==> config.mk <==
export PLATFORM = sky130hd
export DESIGN_NAME = gpio_port8
export DESIGN_NICKNAME = d
export VERILOG_FILES = /design/src/rtl/gpio_port8.sv
export SDC_FILE = /design/constraint.sdc
export NUM_CORES = 1
export LEC_CHECK = 0
export BUFFER_PORTS_ARGS = -buffer_cell sky130_fd_sc_hd__buf_2
export CAP_MARGIN = 0
export CORE_UTILIZATION = 35
export DETAILED_ROUTE_END_ITERATION = 10
export HOLD_SLACK_MARGIN = 0.02
export PLACE_DENSITY = 0.69
export SLEW_MARGIN = 0
export SYNTH_ARGS = -nofsm -noshare
export SYNTH_HDL_FRONTEND = slang
export SYNTH_SLANG_ARGS = --single-unit
==> constraint.sdc <==
create_clock -name clk -period 1.4 [get_ports clk]
set_input_delay 0.07 -clock clk [delete_from_list [all_inputs] [get_ports clk]]
set_output_delay 0.07 -clock clk [all_outputs]
set_load 0.02 [all_outputs]
==> src/rtl/gpio_port8.sv <==
module gpio_port8 #(
  parameter int WIDTH = 8,
  parameter int SYNC_STAGES = 2
) (
  input  logic             clk,
  input  logic             rst_n,
  input  logic [1:0]       reg_addr,
  input  logic             reg_wr,
  input  logic             reg_rd,
  input  logic [WIDTH-1:0] reg_wdata,
  output logic [WIDTH-1:0] reg_rdata,
  input  logic             bus_disable,
  input  logic             slave_mode,
  input  logic [WIDTH-1:0] bus_ad_out,
  input  logic             bus_ad_oe,
  output logic [WIDTH-1:0] bus_ad_in,
  input  logic [WIDTH-1:0] slave_dout,
  input  logic             slave_oe,
  output logic [WIDTH-1:0] slave_din,
  input  logic [WIDTH-1:0] pin_in,
  output logic [WIDTH-1:0] pin_out,
  output logic [WIDTH-1:0] pin_oe
);
  localparam logic [1:0] A_PORT = 2'd0;
  localparam logic [1:0] A_LAT  = 2'd1;
  localparam logic [1:0] A_DIR  = 2'd2;

  logic [WIDTH-1:0] dir_q, lat_q, pin_sync;
  logic [SYNC_STAGES-1:0][WIDTH-1:0] sync_q;

  wire lat_we = reg_wr && (reg_addr == A_PORT || reg_addr == A_LAT);
  wire dir_we = reg_wr && (reg_addr == A_DIR);
  wire own_bus   = !bus_disable;
  wire own_slave = bus_disable && slave_mode;

  always_ff @(posedge clk or negedge rst_n) begin
    if (!rst_n) begin
      dir_q <= '1;
      lat_q <= '0;
    end else begin
      if (dir_we) dir_q <= reg_wdata;
      if (lat_we) lat_q <= reg_wdata;
    end
  end

  genvar s;
  generate
    for (s = 0; s < SYNC_STAGES; s++) begin : g_sync
      always_ff @(posedge clk or negedge rst_n) begin
        if (!rst_n) sync_q[s] <= '0;
        else if (s == 0) sync_q[s] <= pin_in;
        else sync_q[s] <= sync_q[(s == 0) ? 0 : s-1];
      end
    end
  endgenerate

  assign pin_sync  = sync_q[SYNC_STAGES-1];
  assign slave_din = pin_sync;
  assign bus_ad_in = pin_in;

  always_comb begin
    if (own_bus) begin
      pin_out = bus_ad_out;
      pin_oe  = {WIDTH{bus_ad_oe}};
    end else if (own_slave) begin
      pin_out = slave_dout;
      pin_oe  = {WIDTH{slave_oe}};
    end else begin
      pin_out = lat_q;
      pin_oe  = ~dir_q;
    end
  end

  always_comb begin
    reg_rdata = '0;
    if (reg_rd) begin
      case (reg_addr)
        A_PORT:  reg_rdata = pin_sync;
        A_LAT:   reg_rdata = lat_q;
        A_DIR:   reg_rdata = dir_q;
        default: reg_rdata = '0;
      endcase
    end
  end
endmodule


### Word level (Yosys, flattened, before mapping)

Cells that the tools add are included.

| word-level totals | value |
|---|---|
| register bits after elaboration | 32 |
| input bits | 42 |

| operators by class | value |
|---|---|
| mux-type cells | 6 |
| eq/ne operators | 2 |
| bitwise gates (word level) | 1 |
| reduce and logical (&&, ||, !) cells | 5 |

Operator list:

| cell | count |
|---|---|
| 8-bit two-way mux | 5 |
| 8-bit one-hot mux with 3 select lines | 1 |
| 8-bit NOT | 1 |
| 1-bit logical AND | 3 |
| 2-bit by 1-bit equality test with 1-bit output, second input constant | 1 |
| 2-bit equality test, second input constant | 1 |
| 2-bit zero test | 1 |
| 1-bit logical OR | 1 |

### Depth between registers and ports, before layout

| depth | value |
|---|---|
| word-level depth | 3 |
| depth in mapped cells | 5 |
| depth with buffers taken out | 3 |

### Least setup slack after synthesis

No wires, ideal clock.

| timing | value |
|---|---|
| path type | register to output |
| start point | reg dir_q[0] |
| end point | out pin_oe[0] |
| required time | 1.330 ns |
| setup slack | 0.329 ns |
| path buffers | 0 |
| stages on the path, launching flop included | 3 |
| arrival | 1.001 ns |
| cell sequence | dfstp_2 -> or2_2 -> a21oi_1 |

| on the way | value |
|---|---|
| longest elaborated chain between the ends | 3 |

RTL lines:

| element | line | source |
|---|---|---|
| start, declared | 28 | `logic [WIDTH-1:0] dir_q, lat_q, pin_sync;` |
| start signal, assigned | 41 | `if (dir_we) dir_q <= reg_wdata;` |
| 8-bit NOT | 70 | `pin_oe = ~dir_q;` |
| 8-bit two-way mux | 65 | `end else if (own_slave) begin` |
| 8-bit two-way mux | 62 | `if (own_bus) begin` |
| end, declared | 22 | `output logic [WIDTH-1:0] pin_oe` |

No other way between the ends.

### Final worst setup path

| timing | value |
|---|---|
| start point | reg dir_q[7] |
| end point | out reg_rdata[7] |

| on the way | value |
|---|---|
| longest elaborated chain between the ends | 2 |

RTL lines:

| element | line | source |
|---|---|---|
| 8-bit one-hot mux with 3 select lines | 77 | `case (reg_addr)` |
| 8-bit two-way mux | 76 | `if (reg_rd) begin` |
| end, declared | 11 | `output logic [WIDTH-1:0] reg_rdata,` |

No other way between the ends.

==> results.sh <==
export IMPL_grt_pass1_vias=1154
export IMPL_rsz0062_at_grt="true"
export IMPL_stdcell_area_um2=2310
export IMPL_crit_type="flop to primary output"
export IMPL_clock_skew_ns=0.000596
export IMPL_die_x_um=72.4
export IMPL_cts_buffers=5
export IMPL_path_clk_slew_ns=0.06
export IMPL_drv_slew=0
export IMPL_globalplace_congestion=0.763
export IMPL_place_inst=276
export IMPL_synth_area_um2=1740
export IMPL_n_antenna_cell=0
export IMPL_place_area_um2=2060
export IMPL_synth_seq_cells=32
export IMPL_hold_class="input pin to flop"
export IMPL_grt_max_degree=33
export IMPL_finalCritPeriodShare_pct=97.2
export IMPL_grt_use_total_pct=14.0
export IMPL_critPathRequiredTime_ns=1.33
export IMPL_yosys_warnings=0
export IMPL_drt_iter0_markers=18
export IMPL_final_cells=292
export IMPL_nFillCells=446
export IMPL_ioPinCount=82
export IMPL_finalHoldViolCount=0
export IMPL_power_density_nw_per_um2=1050
export IMPL_ys_types=20
export IMPL_netlist_instances=150
export IMPL_tightestPinTransition_ns=0.677
export IMPL_cts_root_buf="clkbuf_8"
export IMPL_cts_setup_buffers=0
export IMPL_p_leak_nw=1.13
export IMPL_worstRegToRegCells=1
export IMPL_htreeDepth=2
export IMPL_dr_total_vias=1292
export IMPL_row_count=25
export IMPL_whs_path_depth=2
export IMPL_routed_wirelength_um=3650
export IMPL_final_core_utilization_pct=48.5
export IMPL_cp_data_arrival_time_ns=1.29
export IMPL_status="complete, no violations"
export IMPL_num_nets_final=267
export IMPL_period_needed_ns=1.36
export IMPL_fmax_ghz=0.734
export IMPL_dp_hpwl_um=2740
export IMPL_die_area_um2=5240
export IMPL_avgRoutedWirePerCell_um=12.5
export IMPL_ir_drop_mv=0.589
export IMPL_crit_fanout=3
export IMPL_cts_tree="done"
export IMPL_cp_end_kind="primary output"
export IMPL_route_detailed_drc=0
export IMPL_cts_path_max_buffers=2
export IMPL_avgSynthCellArea_um2=11.6
export IMPL_antenna_found_initial=0
export IMPL_area_growth_pct=32.9
export IMPL_fp_coreArea_um2=4750
export IMPL_yosysSeqAreaShare_pct=46.7
export IMPL_finalSetupViolations=0
export IMPL_drive_gt1_share_pct=56.9
export IMPL_startpoint_type="flop"
export IMPL_drv_cap=0
export IMPL_antenna_left=0
export IMPL_die_h_um=72.4
export IMPL_start_util_pct=36.5
export IMPL_grt_pass1_wl_um=5430
export IMPL_slew_headroom_pct=54.9
export IMPL_drtPass1Iterations=4
export IMPL_clk_latency_ns=0.27
export IMPL_cts_sinks=32
export IMPL_overflow=0
export IMPL_vias_per_cell=4.42
export IMPL_syn_nets=192
export IMPL_portBuffers=81
[layout make-up]
class | instances | area [um^2] | share of cell area, %
well taps | 67 | 83.8 | 3.64
repair buffers | 93 | 587 | 25.4
flip-flops and latches | 32 | 811 | 35.2
clock buffers | 7 | 76.3 | 3.31
multi-input cells | 93 | 748 | 32.4
[metrics by stage]
step	setup slack, ns	TNS [ns]	hold slack [ns]	total power [mW]
after global routing	-0.0257	-0.103	0.0329	2.57
after global placement	0.239	0	0.149	1.74
after floorplan	0.329	0	-0.226	1.56
final	0.0385	0	0.0373	2.43
after CTS	0.00219	0	0.0304	2.43
after detailed placement	0.218	0	0.160	1.76
[kinds of logic after synthesis]
family / after synthesis / share of synthesized area (%)
buffers and inverters: 25 / 11.3
flip-flops: 32 / 46.7
multiplexers: 33 / 22.0
AND/OR/NAND/NOR: 36 / 13.0
AO/OA/AOI/OAI: 24 / 6.92
[worst max-delay path: stages (launching register included)]
cell and delay, ns:
dfstp_2 0.56, mux2i_1 0.08, o21ai_1 0.12, and2_4 0.16, buf_6 0.11
[flip-flops by register name (all words and copies together) (netlist names)]
| signal | flops |
|---|---|
| dir_q | 8 |
| lat_q | 8 |
| slave_din | 8 |
| sync_q | 8 |
[path summary, 6_finish.rpt]
| check | from | slack (ns) | endpoint |
|---|---|---|---|
| max in group asynchronous | rst_n | 0.59 | lat_q[5] |
| max | dir_q[7] | 0.04 | reg_rdata[7] |
| min | reg_wdata[1] | 0.04 | lat_q[1] |
| min reg2reg | sync_q[6] | 0.35 | slave_din[6] |
| max reg2reg | lat_q[2] | 0.59 | lat_q[2] |
| min in group asynchronous | rst_n | 0.37 | slave_din[1] |
[cells in the final DEF (no fill, tap or decap), drive strengths merged]
cell type	instances
or2	7
and2	9
a21oi	15
nor2b	1
dfstp	8
mux2	17
o21ai	9
dlygate4sd3	9
clkbuf	7
mux2i	16
dfrtp	24
nand3b	9
nor2	9
buf	84
nand2	1
[cells in the mapped netlist]
cell type   n  area [um^2]
clkbuf_2    1         5.00
o21ai_0     7         35.0
mux2_2      9          101
nand3b_4    1         20.0
buf_2       3         15.0
buf_4      16          120
and2_0      1         6.26
nand3b_1    8         60.1
mux2i_1    16          160
nor2b_2     1         8.76
nand2_1     1         3.75
dfrtp_1    24          601
nor2_1      9         33.8
mux2_4      8          120
buf_6       5         56.3
and2_1      8         50.1
dfstp_2     8          210
o21ai_1     2         10.0
a21oi_1    15         75.1
or2_2       7         43.8
[metal layers]
metal	GRT usage, %	vias up	routed length, um
li1	-	646	-
met1	18.7	573	1740
met2	21.2	66	1560
met3	3.33	7	283
met4	7.19	0	61
met5	0	-	0
[power by group]
group / internal [mW] / switching (mW)
registers: 1.06 / 0.0856
clock network: 0.341 / 0.286
logic: 0.339 / 0.317
total: 1.74 / 0.689
[timing repair]
action | CTS | global route
hold endpoints to repair | 32 | 0
resized for setup | 4 | 27
setup endpoints to repair | 4 | 12
pin swaps | 0 | 5
hold buffers | 9 | 0
No activity file was read; power rests on OpenSTA's default activity.
